**src/rtl/msix_cap_pkg.sv**
```systemverilog
package msix_cap_pkg;

   localparam logic [7:0] MSIX_CAP_ID  = 8'h11;
   localparam int         CAP_DWORDS   = 3;
   localparam int         TSZ_W        = 11;
   localparam int         MAX_VECTORS  = 2048;
   localparam int         ENABLE_BIT   = 31;
   localparam int         FMASK_BIT    = 30;
   // bits software may change inside the header dword
   localparam logic [31:0] HDR_WMASK   = 32'hC000_0000;

   typedef enum logic [1:0] {
      CAP_DW_HDR  = 2'd0,
      CAP_DW_TBL  = 2'd1,
      CAP_DW_PBA  = 2'd2,
      CAP_DW_NONE = 2'd3
   } cap_dw_e;

   typedef struct packed {
      logic enable;
      logic fmask;
   } msix_ctrl_t;

   // a rescan is needed when the write may have released held vectors
   function automatic logic rescan_needed(msix_ctrl_t old_s, msix_ctrl_t new_s);
      return (old_s.fmask && !new_s.fmask) ||
             (!old_s.enable && new_s.enable && !new_s.fmask);
   endfunction

endpackage

```
**src/rtl/msix_cap_decode.sv**
```systemverilog
module msix_cap_decode
   import msix_cap_pkg::*;
#(
   parameter int ADDR_W     = 10,
   parameter int CAP_OFFSET = 176
) (
   input  logic [ADDR_W-1:0] addr,
   output logic              hit,
   output cap_dw_e           sel
);
   localparam int                BASE_DW = CAP_OFFSET / 4;
   localparam logic [ADDR_W-1:0] BASE_A  = ADDR_W'(BASE_DW);
   localparam logic [ADDR_W-1:0] SPAN_A  = ADDR_W'(CAP_DWORDS);

   logic [ADDR_W-1:0] rel;

   always_comb begin
      rel = addr - BASE_A;
      hit = (addr >= BASE_A) && (rel < SPAN_A);
      sel = CAP_DW_NONE;
      if (hit) begin
         sel = cap_dw_e'(rel[1:0]);
      end
   end
endmodule

```
**src/rtl/msix_cap_wfilter.sv**
```systemverilog
module msix_cap_wfilter
   import msix_cap_pkg::*;
(
   input  logic        wr,
   input  logic        hit,
   input  cap_dw_e     sel,
   input  logic [3:0]  be,
   input  logic [31:0] wdata,
   input  msix_ctrl_t  cur,
   output logic        we,
   output msix_ctrl_t  nxt
);
   logic [3:0]  lane_we;
   logic [31:0] lane_mask;
   logic [31:0] cur_dw;
   logic [31:0] merged;
   logic        unused_merged;

   for (genvar l = 0; l < 4; l++) begin : g_lane
      localparam logic [7:0] LM = HDR_WMASK[8*l +: 8];
      if (LM != 8'h00) begin : g_rw
         assign lane_we[l] = wr && hit && (sel == CAP_DW_HDR) && be[l];
      end else begin : g_ro
         assign lane_we[l] = 1'b0;
      end
      assign lane_mask[8*l +: 8] = lane_we[l] ? LM : 8'h00;
   end

   always_comb begin
      cur_dw               = '0;
      cur_dw[ENABLE_BIT]   = cur.enable;
      cur_dw[FMASK_BIT]    = cur.fmask;
      merged               = (wdata & lane_mask) | (cur_dw & ~lane_mask);
      we                   = |lane_we;
      nxt.enable           = merged[ENABLE_BIT];
      nxt.fmask            = merged[FMASK_BIT];
   end

   assign unused_merged = ^merged[29:0];
endmodule

```
**src/rtl/msix_cap_ctrl.sv**
```systemverilog
module msix_cap_ctrl
   import msix_cap_pkg::*;
(
   input  logic       clk,
   input  logic       rst_n,
   input  logic       we,
   input  msix_ctrl_t nxt,
   output msix_ctrl_t state,
   output logic       rescan
);
   always_ff @(posedge clk or negedge rst_n) begin
      if (!rst_n) begin
         state  <= '0;
         rescan <= 1'b0;
      end else begin
         rescan <= we && rescan_needed(state, nxt);
         if (we) begin
            state <= nxt;
         end
      end
   end
endmodule

```
**src/rtl/msix_cap_rdmux.sv**
```systemverilog
module msix_cap_rdmux
   import msix_cap_pkg::*;
#(
   parameter int         NUM_VECTORS  = 64,
   parameter logic [7:0] NEXT_PTR     = 8'h70,
   parameter int         BAR_INDEX    = 2,
   parameter int         TABLE_OFFSET = 0,
   parameter int         PBA_OFFSET   = 2048
) (
   input  logic        rd,
   input  logic        hit,
   input  cap_dw_e     sel,
   input  logic [3:0]  be,
   input  msix_ctrl_t  st,
   output logic [31:0] rdata
);
   localparam logic [TSZ_W-1:0] TSZ_FIELD = TSZ_W'(NUM_VECTORS - 1);
   localparam logic [31:0] TBL_DW = 32'(TABLE_OFFSET) | 32'(BAR_INDEX);
   localparam logic [31:0] PBA_DW = 32'(PBA_OFFSET)   | 32'(BAR_INDEX);

   logic [15:0] msgctl;
   logic [31:0] dw;

   always_comb begin
      msgctl = {st.enable, st.fmask, 3'b000, TSZ_FIELD};
      case (sel)
         CAP_DW_HDR: dw = {msgctl, NEXT_PTR, MSIX_CAP_ID};
         CAP_DW_TBL: dw = TBL_DW;
         CAP_DW_PBA: dw = PBA_DW;
         default:    dw = '0;
      endcase
   end

   for (genvar l = 0; l < 4; l++) begin : g_lane
      assign rdata[8*l +: 8] = (rd && hit && be[l]) ? dw[8*l +: 8] : 8'h00;
   end
endmodule

```
**src/rtl/msix_cap_regs.sv**
```systemverilog
module msix_cap_regs
   import msix_cap_pkg::*;
#(
   parameter int         ADDR_W       = 10,
   parameter int         CAP_OFFSET   = 176,
   parameter int         NUM_VECTORS  = 64,
   parameter logic [7:0] NEXT_PTR     = 8'h70,
   parameter int         BAR_INDEX    = 2,
   parameter int         TABLE_OFFSET = 0,
   parameter int         PBA_OFFSET   = 2048
) (
   input  logic              clk,
   input  logic              rst_n,
   input  logic [ADDR_W-1:0] cfg_addr,
   input  logic [3:0]        cfg_be,
   input  logic              cfg_wr,
   input  logic              cfg_rd,
   input  logic [31:0]       cfg_wdata,
   output logic              cap_hit_o,
   output logic [31:0]       cap_rdata_o,
   output logic              vec_enable_o,
   output logic              func_mask_o,
   output logic              rescan_req_o
);
   // elaboration-time legality checks
   if (BAR_INDEX < 0 || BAR_INDEX > 5) begin : g_bad_bar
      $error("msix_cap_regs: BAR_INDEX must lie in 0..5");
   end
   if (NUM_VECTORS < 1 || NUM_VECTORS > MAX_VECTORS) begin : g_bad_vec
      $error("msix_cap_regs: NUM_VECTORS must lie in 1..2048");
   end
   if ((CAP_OFFSET % 4) != 0 || CAP_OFFSET < 64 ||
       (CAP_OFFSET / 4 + CAP_DWORDS) > (1 << ADDR_W)) begin : g_bad_off
      $error("msix_cap_regs: CAP_OFFSET must be dword aligned and inside config space");
   end
   if ((TABLE_OFFSET % 8) != 0 || (PBA_OFFSET % 8) != 0) begin : g_bad_align
      $error("msix_cap_regs: table and pending offsets must be 8-byte aligned");
   end

   logic       hit;
   cap_dw_e    sel;
   logic       ctl_we;
   msix_ctrl_t ctl_nxt;
   msix_ctrl_t ctl_q;
   logic       rescan;

   msix_cap_decode #(
      .ADDR_W    (ADDR_W),
      .CAP_OFFSET(CAP_OFFSET)
   ) u_decode (
      .addr(cfg_addr),
      .hit (hit),
      .sel (sel)
   );

   msix_cap_wfilter u_wfilter (
      .wr   (cfg_wr),
      .hit  (hit),
      .sel  (sel),
      .be   (cfg_be),
      .wdata(cfg_wdata),
      .cur  (ctl_q),
      .we   (ctl_we),
      .nxt  (ctl_nxt)
   );

   msix_cap_ctrl u_ctrl (
      .clk   (clk),
      .rst_n (rst_n),
      .we    (ctl_we),
      .nxt   (ctl_nxt),
      .state (ctl_q),
      .rescan(rescan)
   );

   msix_cap_rdmux #(
      .NUM_VECTORS (NUM_VECTORS),
      .NEXT_PTR    (NEXT_PTR),
      .BAR_INDEX   (BAR_INDEX),
      .TABLE_OFFSET(TABLE_OFFSET),
      .PBA_OFFSET  (PBA_OFFSET)
   ) u_rdmux (
      .rd   (cfg_rd),
      .hit  (hit),
      .sel  (sel),
      .be   (cfg_be),
      .st   (ctl_q),
      .rdata(cap_rdata_o)
   );

   assign cap_hit_o    = hit;
   assign vec_enable_o = ctl_q.enable;
   assign func_mask_o  = ctl_q.fmask;
   assign rescan_req_o = rescan;
endmodule

```
**config.mk**
```make
export PLATFORM = sky130hd
export DESIGN_NAME = msix_cap_regs
export DESIGN_NICKNAME = d
export VERILOG_FILES = /design/src/rtl/msix_cap_pkg.sv /design/src/rtl/msix_cap_decode.sv /design/src/rtl/msix_cap_wfilter.sv /design/src/rtl/msix_cap_ctrl.sv /design/src/rtl/msix_cap_rdmux.sv /design/src/rtl/msix_cap_regs.sv
export SDC_FILE = /design/constraint.sdc
export NUM_CORES = 1
export LEC_CHECK = 0
export BUFFER_PORTS_ARGS = -buffer_cell sky130_fd_sc_hd__buf_4
export CAP_MARGIN = 20
export CORE_AREA = 8 8 52 54
export CTS_CLUSTER_DIAMETER = 40
export DETAILED_ROUTE_END_ITERATION = 10
export DIE_AREA = 0 0 60 62
export GPL_ROUTABILITY_DRIVEN = 0
export GPL_TIMING_DRIVEN = 1
export PLACE_DENSITY = 0.8
export SYNTH_ARGS = -nofsm -noshare
export SYNTH_HDL_FRONTEND = slang
export SYNTH_SLANG_ARGS = --single-unit
```
**constraint.sdc**
```tcl
create_clock -name clk -period 4.8 [get_ports clk]
set_clock_uncertainty 0.1 [all_clocks]
set_input_delay 0.24 -clock clk [delete_from_list [all_inputs] [get_ports clk]]
set_output_delay 0.24 -clock clk [all_outputs]
set_load 0.01 [all_outputs]
```
# Word-level counts from Yosys, hierarchy flattened
# Cells that the tools add are included.
# word_totals
ff_bits	3
input_bits	50
out_inout_bits	36
# op_classes
n_addsub	1
order_cmp	2
eq_ne	2
mux	7
bitwise	4
reduce_logical	17
# op_table
cell	count
$pmux W32 S3	1
$and A32 B32 Y32	2
$mux W8	5
$not A32 Y32	1
$or A32 B32 Y32	1
$logic_and A1 B1 Y1	13
$ge A10 B6 Y1 const B	1
$lt A10 B2 Y1 const B	1
$sub A10 B6 Y10 const B	1
$eq A2 B1 Y1 const B	1
$eq A2 B2 Y1 const B	1
$logic_not A1 Y1	2
$logic_not A2 Y1	1
$mux W2	1
$logic_or A1 B1 Y1	1

# Logic depth before layout (Yosys ltp)
# Gate-level depths: netlist of run 1.
# depth
depth_word	15
mapped_depth	10

# Modules after synthesis
# A second synthesis of run 1 with hierarchy kept.
# unflattened
hier_cells	59
area_unflattened_um2	508.0
# by_module_without_submodules
module	n_inst	cells_per_inst	area_each_um2	seq_area_each_um2
msix_cap_rdmux	1	38	290.3	0.0
msix_cap_ctrl	1	10	120.1	75.1
msix_cap_decode	1	6	61.3	0.0
msix_cap_wfilter	1	5	36.3	0.0

# Worst setup path before layout of run 1
# No wires, ideal clock.
# synth_timing
path_kind	input port to flip-flop
startpoint	input cfg_addr[8]
endpoint	register u_ctrl.state[0] (netlist name)
arrival_ps	2175
path_slack_ps	2398
stages	10
cell_sequence	or3_1 or3_1 buf_6 inv_2 nand2b_1 inv_1 ha_1 nand3_1 a211oi_1 mux2_1
# synth_via
elab_chain_cells	11
elab_cells_between_ends	14
classes_between	add/sub (1); order compare (2); mux (2); bitwise (4); reduce/logical (5)
# synth_rtl
element	line_no	source
from (decl)	msix_cap_regs.sv:14	input logic [ADDR_W-1:0] cfg_addr,
$sub A10 B6 Y10	msix_cap_decode.sv:18	rel = addr - BASE_A;
$lt A10 B2 Y1	msix_cap_decode.sv:19	hit = (addr >= BASE_A) && (rel < SPAN_A);
$logic_and A1 B1 Y1 (*)	msix_cap_decode.sv:19	
net cap_hit_o	msix_cap_regs.sv:19	output logic cap_hit_o,
$mux W2	msix_cap_decode.sv:21	if (hit) begin
$logic_not A2 Y1	msix_cap_wfilter.sv:22	assign lane_we[l] = wr && hit && (sel == CAP_DW_HDR) && be[l];
$logic_and A1 B1 Y1 (*) (2 in series)	msix_cap_wfilter.sv:22	
$mux W8	msix_cap_wfilter.sv:26	assign lane_mask[8*l +: 8] = lane_we[l] ? LM : 8'h00;
$not A32 Y32	msix_cap_wfilter.sv:33	merged = (wdata & lane_mask) | (cur_dw & ~lane_mask);
$and A32 B32 Y32	msix_cap_wfilter.sv:33	
$or A32 B32 Y32	msix_cap_wfilter.sv:33	
to (signal assigned)	msix_cap_ctrl.sv:18	state <= nxt;
to (decl)	msix_cap_ctrl.sv:8	output msix_ctrl_t state,
# The timed path passes the listed nets; every way through them passes the cells marked *.
# A chain may end at the register's enable or synchronous reset.

# Worst setup path in the final report of run 1
# layout_timing
startpoint	input cfg_addr[8]
endpoint	output cap_rdata_o[19]
# layout_via
elab_chain_cells	7
elab_cells_between_ends	12
classes_between	add/sub (1); order compare (2); eq/ne (2); mux (3); reduce/logical (4)
# layout_rtl
element	line_no	source
$sub A10 B6 Y10	msix_cap_decode.sv:18	
$lt A10 B2 Y1	msix_cap_decode.sv:19	
$logic_and A1 B1 Y1 (*)	msix_cap_decode.sv:19	
$mux W2	msix_cap_decode.sv:21	
$eq A2 B2 Y1, or another cell as far along	msix_cap_rdmux.sv:26	case (sel)
$pmux W32 S3	msix_cap_rdmux.sv:26	
$mux W8 (*)	msix_cap_rdmux.sv:35	assign rdata[8*l +: 8] = (rd && hit && be[l]) ? dw[8*l +: 8] : 8'h00;
to (decl)	msix_cap_regs.sv:20	output logic [31:0] cap_rdata_o,
# Mark *: on every way between the ends. The rest lies on a longest branch, timed or not.

==> results of run 1 <==
metrics by stage:
step / utilization / cell area, µm²
2_1_floorplan: - / 581
3_3_place_gp: 0.368 / 701
3_5_place_dp: 0.368 / 701
4_1_cts: 0.388 / 737
5_1_grt: 0.388 / 737
6_report: 0.388 / 737
cells in the final DEF, fill, tap and decap left out, drive strengths merged:
| cell type | netlist | layout |
|---|---|---|
| nand4b | 1 | 1 |
| nor4 | 1 | 1 |
| mux2 | 2 | 2 |
| nand2 | 5 | 5 |
| nor2 | 7 | 7 |
| a211oi | 1 | 1 |
| nand2b | 1 | 1 |
| or4 | 1 | 1 |
| o21ai | 1 | 1 |
| buf | 26 | 38 |
| ha | 3 | 3 |
| inv | 5 | 5 |
| nand3 | 3 | 3 |
| a21o | 1 | 1 |
| a21oi | 2 | 2 |
| dlygate4sd3 | 0 | 1 |
| dfrtp | 3 | 3 |
| nor3 | 2 | 2 |
| conb | 1 | 17 |
| or3 | 3 | 3 |
| clkbuf | 0 | 4 |
registers in the layout, indices dropped and copies added, names as in the netlist:
signal,count
u_ctrl.rescan,1
u_ctrl.state,2
final timing paths:
kind	startpoint	to	slack, ps	cells past startpoint
hold / removal	cfg_wdata[30]	u_ctrl.rescan	70	2
setup reg to reg	u_ctrl.state[0]	u_ctrl.state[0]	3890	1
min in group asynchronous	rst_n	u_ctrl.state[0]	230	2
max in group asynchronous	rst_n	u_ctrl.state[1]	4270	2
setup / recovery	cfg_addr[8]	cap_rdata_o[19]	2330	8
hold reg to reg	u_ctrl.state[1]	u_ctrl.state[1]	450	1
routing by layer:
metal / routed length, µm / vias to the layer above / GRT usage / share of wire
met4: 20 / 0 / 0.0714 / 0.014
met1: 518 / 205 / 0.0711 / 0.36
met3: 285 / 2 / 0.0514 / 0.20
met2: 622 / 44 / 0.117 / 0.43
li1: - / 249 / - / -
met5: 0 / - / 0 / 0
worst max-delay path, cell delays in order:
cell and delay (ps):
buf_4 110, or3_1 340, or3_1 450, nor2_1 250, ha_1 230, nand2_1 60, nor2_1 260, buf_4 190
cell families after synthesis:
family | Yosys count
AOI/OAI and AO/OA | 5
adders and majority gates | 3
buffers and inverters | 31
DFF | 3
muxes | 2
other | 1
and+or+nand+nor | 24
report_power, final:
group	switching [µW]	internal [µW]	total, µW
Clock	13.7	31.2	44.8
Sequential	0.00000186	25.4	25.4
Combinational	11.8	12.0	23.8
final cells by class:
type                            count  area (µm²)  area share
Clock buffer                        4        26.3      0.0357
Inverter                            5        18.8      0.0255
Multi-Input combinational cell     51         288       0.390
Sequential cell                     3        75.1       0.102
Tap cell                           27        33.8      0.0458
Timing Repair Buffer               39         295       0.401
==> results.sh, run 1 <==
export IMPL_synthXorXnorAreaFrac=0
export IMPL_num_vias=500
export IMPL_synth_most_common_cell="buf_4"
export IMPL_clk_path_buf_depth=2
export IMPL_synthSimpleGateAreaFrac=0.257
export IMPL_drc=0
export IMPL_grt_pass1_vias=507
export IMPL_power_density_nw_per_um2=128
export IMPL_drive_gt1_frac=0.441
export IMPL_grt_usage=0.0778
export IMPL_fillers=211
export IMPL_grt_max_degree=7
export IMPL_root_buffer="clkbuf_4"
export IMPL_wl_mm=1.45
export IMPL_dp_cells=124
export IMPL_insertion_delay_ps=240
export IMPL_numPortBuffers=38
export IMPL_synth_seq_cells=3
export IMPL_finalCriticalPeriod_ps=2470
export IMPL_synth_area_um2=520
export IMPL_core_area_um2=1900
export IMPL_cp_arrival_ps=2130
export IMPL_core_rowCount=16
export IMPL_synth_compound_area_share=0.0577
export IMPL_wl_per_cell_um=11.2
export IMPL_irDropWorstVdd_uv=66.9
export IMPL_finalPower_uw=94.1
export IMPL_grt_setup_unrepaired="no"
export IMPL_layout_area_overhead_vs_synth_pct=41.6
export IMPL_htreeDepth=1
export IMPL_ys_warn_count=0
export IMPL_die_h_um=62
export IMPL_postSynthCellCount=69
export IMPL_period_share=0.515
export IMPL_crit_type="in -> out"
export IMPL_hold_violations=0
export IMPL_synth_top_cells_by_count="buf_4 (25), nor2_1 (6), inv_1 (4), nand2_1 (4)"
export IMPL_avgSynthCellArea_um2=7.54
export IMPL_clkTransAtPathRegs_ps=40
export IMPL_clock_sinks=3
export IMPL_dieArea_um2=3720
export IMPL_status="finished clean"
export IMPL_hold_class="in -> reg"
export IMPL_maxCapViolCount=0
export IMPL_critPathMaxFanout=6
export IMPL_synth_area_mux_share=0.0433
export IMPL_antenna_found_initial=0
export IMPL_finalSetupTns_ps=0
export IMPL_synthArstFlopShare=1.00
export IMPL_cts_tree="yes"
export IMPL_ant_nets=0
export IMPL_clock_fmax_ghz=0.405
export IMPL_drt_pass1_iterations=2
export IMPL_place_worst_setup_slack_ps=2060
export IMPL_nNetsFinal=156
export IMPL_ys_seq_area_frac=0.144
export IMPL_synth_top_family_by_area="buffers and inverters"
export IMPL_hpwlAfterDp_mm=1.34
export IMPL_ioPinCount=86
export IMPL_start_util=0.274
export IMPL_first_iter_violations=2
export IMPL_endpoint_kind="output port"
export IMPL_slew_violations=0
export IMPL_synth_main_ff_cell="dfrtp_1"
export IMPL_crit_path_start_kind="primary input"
export IMPL_synth_cell_types=23
export IMPL_grt_overflow=0
export IMPL_fin_cells=129
export IMPL_die_w_um=60
export IMPL_post_cts_buffers=0
export IMPL_ctsResizeCount=0
export IMPL_p_leak_uw=0.000402
export IMPL_ctsHoldBuffers=1
export IMPL_cts_made_buffers=3
export IMPL_synth_fa_ha_area_frac=0.0721
export IMPL_via_per_inst=3.88
export IMPL_setup_slack_ps=2330
export IMPL_yosys_area_top_type="buf_4"
export IMPL_netlist_area_leader_share=0.361
export IMPL_synth_edf_count=0
export IMPL_finalSetupViolations=0
export IMPL_antenna_cells=0
export IMPL_synthTopCellsByArea="buf_4 (36%), dfrtp_1 (14%), ha_1 (7.2%)"
export IMPL_crit_required_ps=4460
export IMPL_worst_hold_slack_ps=67.9
export IMPL_grt_pass1_wl_mm=2.12
(Power assumes the default switching activity.)
==> run 2: changes to the inputs <==
--- a/config.mk
+++ b/config.mk
@@ -7,13 +7,13 @@
 export LEC_CHECK = 0
 export BUFFER_PORTS_ARGS = -buffer_cell sky130_fd_sc_hd__buf_4
 export CAP_MARGIN = 20
-export CORE_AREA = 8 8 52 54
+export CORE_AREA = 8 8 53 55
 export CTS_CLUSTER_DIAMETER = 40
 export DETAILED_ROUTE_END_ITERATION = 10
-export DIE_AREA = 0 0 60 62
+export DIE_AREA = 0 0 61 63
 export GPL_ROUTABILITY_DRIVEN = 0
 export GPL_TIMING_DRIVEN = 1
-export PLACE_DENSITY = 0.8
+export PLACE_DENSITY = 0.77
 export SYNTH_ARGS = -nofsm -noshare
 export SYNTH_HDL_FRONTEND = slang
 export SYNTH_SLANG_ARGS = --single-unit
==> constraint.sdc (replaced) <==
create_clock -name clk -period 2.3 [get_ports clk]
set_clock_uncertainty 0.1 [all_clocks]
set_input_delay 0.115 -clock clk [delete_from_list [all_inputs] [get_ports clk]]
set_output_delay 0.115 -clock clk [all_outputs]
set_load 0.01 [all_outputs]
==> run 2 against run 1 <==
Net effect: first-iteration DRC count grew to 6.5 times the previous value; global-route usage is 0.49 points higher; sequential power is 110% higher; sequential cell count stayed put; critical path depth is 1 higher; sequential share of layout area is 1.1 points lower; via count is 5.4% higher; clock power is 110% higher; worst setup slack worse by 2100 ps; cell area is 12% higher; utilization is 1.2 points higher; hold slack worse by 50 ps; critical endpoint is now cap_rdata_o[0].
==> results.sh, run 2 (synthesis gave the netlist of run 1 again) <==
export IMPL_crit_path_start_kind="primary input"
export IMPL_r2r_cells=1
export IMPL_die_w_um=61
export IMPL_ant_nets=0
export IMPL_ioPinCount=86
export IMPL_irDropWorstVdd_uv=141
export IMPL_clock_sinks=3
export IMPL_r2r_start="u_ctrl.state[0]"
export IMPL_clock_fmax_ghz=0.474
export IMPL_nNetsFinal=166
export IMPL_wl_per_cell_um=10.6
export IMPL_crit_end="cap_rdata_o[0]"
export IMPL_root_buffer="clkbuf_4"
export IMPL_reg2reg_slack_ps=1390
export IMPL_antenna_cells=0
export IMPL_maxCapViolCount=0
export IMPL_layout_area_overhead_vs_synth_pct=58.2
export IMPL_cts_tree="yes"
export IMPL_finalSetupTns_ps=0
export IMPL_drt_pass1_iterations=4
export IMPL_crit_type="in -> out"
export IMPL_htreeDepth=1
export IMPL_slew_violations=0
export IMPL_clkTransAtPathRegs_ps=40
export IMPL_num_vias=527
export IMPL_hp_start="cfg_wdata[31]"
export IMPL_period_share=0.917
export IMPL_start_util=0.252
export IMPL_status="finished clean"
export IMPL_grt_setup_unrepaired="no"
export IMPL_finalCriticalPeriod_ps=2110
export IMPL_grt_pass1_wl_mm=2.50
export IMPL_p_leak_uw=0.000450
export IMPL_crit_required_ps=2090
export IMPL_multiInputGateArea_um2=295
export IMPL_fillers=222
export IMPL_insertion_delay_ps=230
export IMPL_regArea_um2=75.1
export IMPL_dieArea_um2=3840
export IMPL_first_iter_violations=13
export IMPL_setup_slack_ps=190
export IMPL_final_common_cell="buf_4"
export IMPL_place_worst_setup_slack_ps=-40.0
export IMPL_cp_arrival_ps=1890
export IMPL_die_h_um=63
export IMPL_finalSetupViolations=0
export IMPL_hold_class="in -> reg"
export IMPL_largestRegisters="u_ctrl.state (2), u_ctrl.rescan (1)"
export IMPL_core_area_um2=2060
export IMPL_largest_reg_flops=2
export IMPL_clk_path_buf_depth=2
export IMPL_core_rowCount=17
export IMPL_drive_gt1_frac=0.500
export IMPL_cts_made_buffers=3
export IMPL_grt_max_degree=7
export IMPL_final_cell_mix="buf_4 (47), conb_1 (17), nor2_1 (5), inv_1 (4), nand2_1 (4)"
export IMPL_endpoint_kind="output port"
export IMPL_numPortBuffers=38
export IMPL_critPathMaxFanout=4
export IMPL_hold_violations=0
export IMPL_post_cts_buffers=0
export IMPL_drc=0
export IMPL_grt_usage=0.0827
export IMPL_hpwlAfterDp_mm=1.36
export IMPL_via_per_inst=3.76
export IMPL_antenna_found_initial=0
export IMPL_power_density_nw_per_um2=244
export IMPL_grt_pass1_vias=574
export IMPL_grt_overflow=0
export IMPL_cp_startpoint="cfg_addr[8]"
export IMPL_largest_register="u_ctrl.state"
export IMPL_r2r_end="u_ctrl.state[0]"
export IMPL_wl_mm=1.48
[run 2: cell types whose count changed in the layout (fill, tap and decap cells not counted), sizes merged]
cell | before | now
buf | 38 | 47
dlygate4sd3 | 1 | 2
[run 2: layout make-up]
cell class                 instances  area share
timing repair buffer              49       0.453
tap                               28      0.0426
multi-input combinational         51       0.359
clock buffer                       4      0.0319
sequential                         3      0.0912
inverter                           5      0.0228
[run 2: timing repair]
item | CTS | global route
gates resized for setup | 0 | 2
hold buffers | 2 | 0
endpoints found under the setup margin | 0 | 8
endpoints found under the hold margin | 4 | 0
[run 2: through the flow]
stage / total power (µW) / cells / area, µm² / util / hold slack, ps
6_report: 201 / 140 / 823 / 0.399 / 18.0
3_3_place_gp: 102 / 134 / 769 / 0.373 / -197
2_1_floorplan: 93.5 / 85 / 581 / - / -281
3_5_place_dp: 103 / 134 / 769 / 0.373 / -195
4_1_cts: 200 / 140 / 816 / 0.395 / 11.9
5_1_grt: 217 / 140 / 823 / 0.399 / 8.54
[run 2: per-layer routing]
metal | track usage | part of all wire | up-vias
met2 | 0.151 | 0.58 | 29
met1 | 0.0704 | 0.28 | 228
li1 | - | - | 270
met4 | 0.0437 | 0 | 0
met3 | 0.0370 | 0.14 | 0
met5 | 0 | 0 | -
[run 2: power breakdown]
group | internal, µW | switching (µW)
clock network | 65.2 | 29.6
registers | 53.0 | 0.00000403
logic | 27.5 | 25.4
[run 2: how the worst min path moves through the flow]
stage | end | cells after the start
2_1_floorplan | u_ctrl.rescan | 0
3_3_place_gp | u_ctrl.rescan | 1
3_5_place_dp | u_ctrl.rescan | 1
4_1_cts | u_ctrl.state[1] | 2
5_1_grt | u_ctrl.state[1] | 2
6_report | u_ctrl.state[1] | 2
[run 2: critical path: stages]
cell and delay, ps:
buf_4 110, or3_1 350, or3_1 390, nor2_1 180, buf_4 140, ha_1 190, inv_1 60, nor3_2 210
buf_4 160
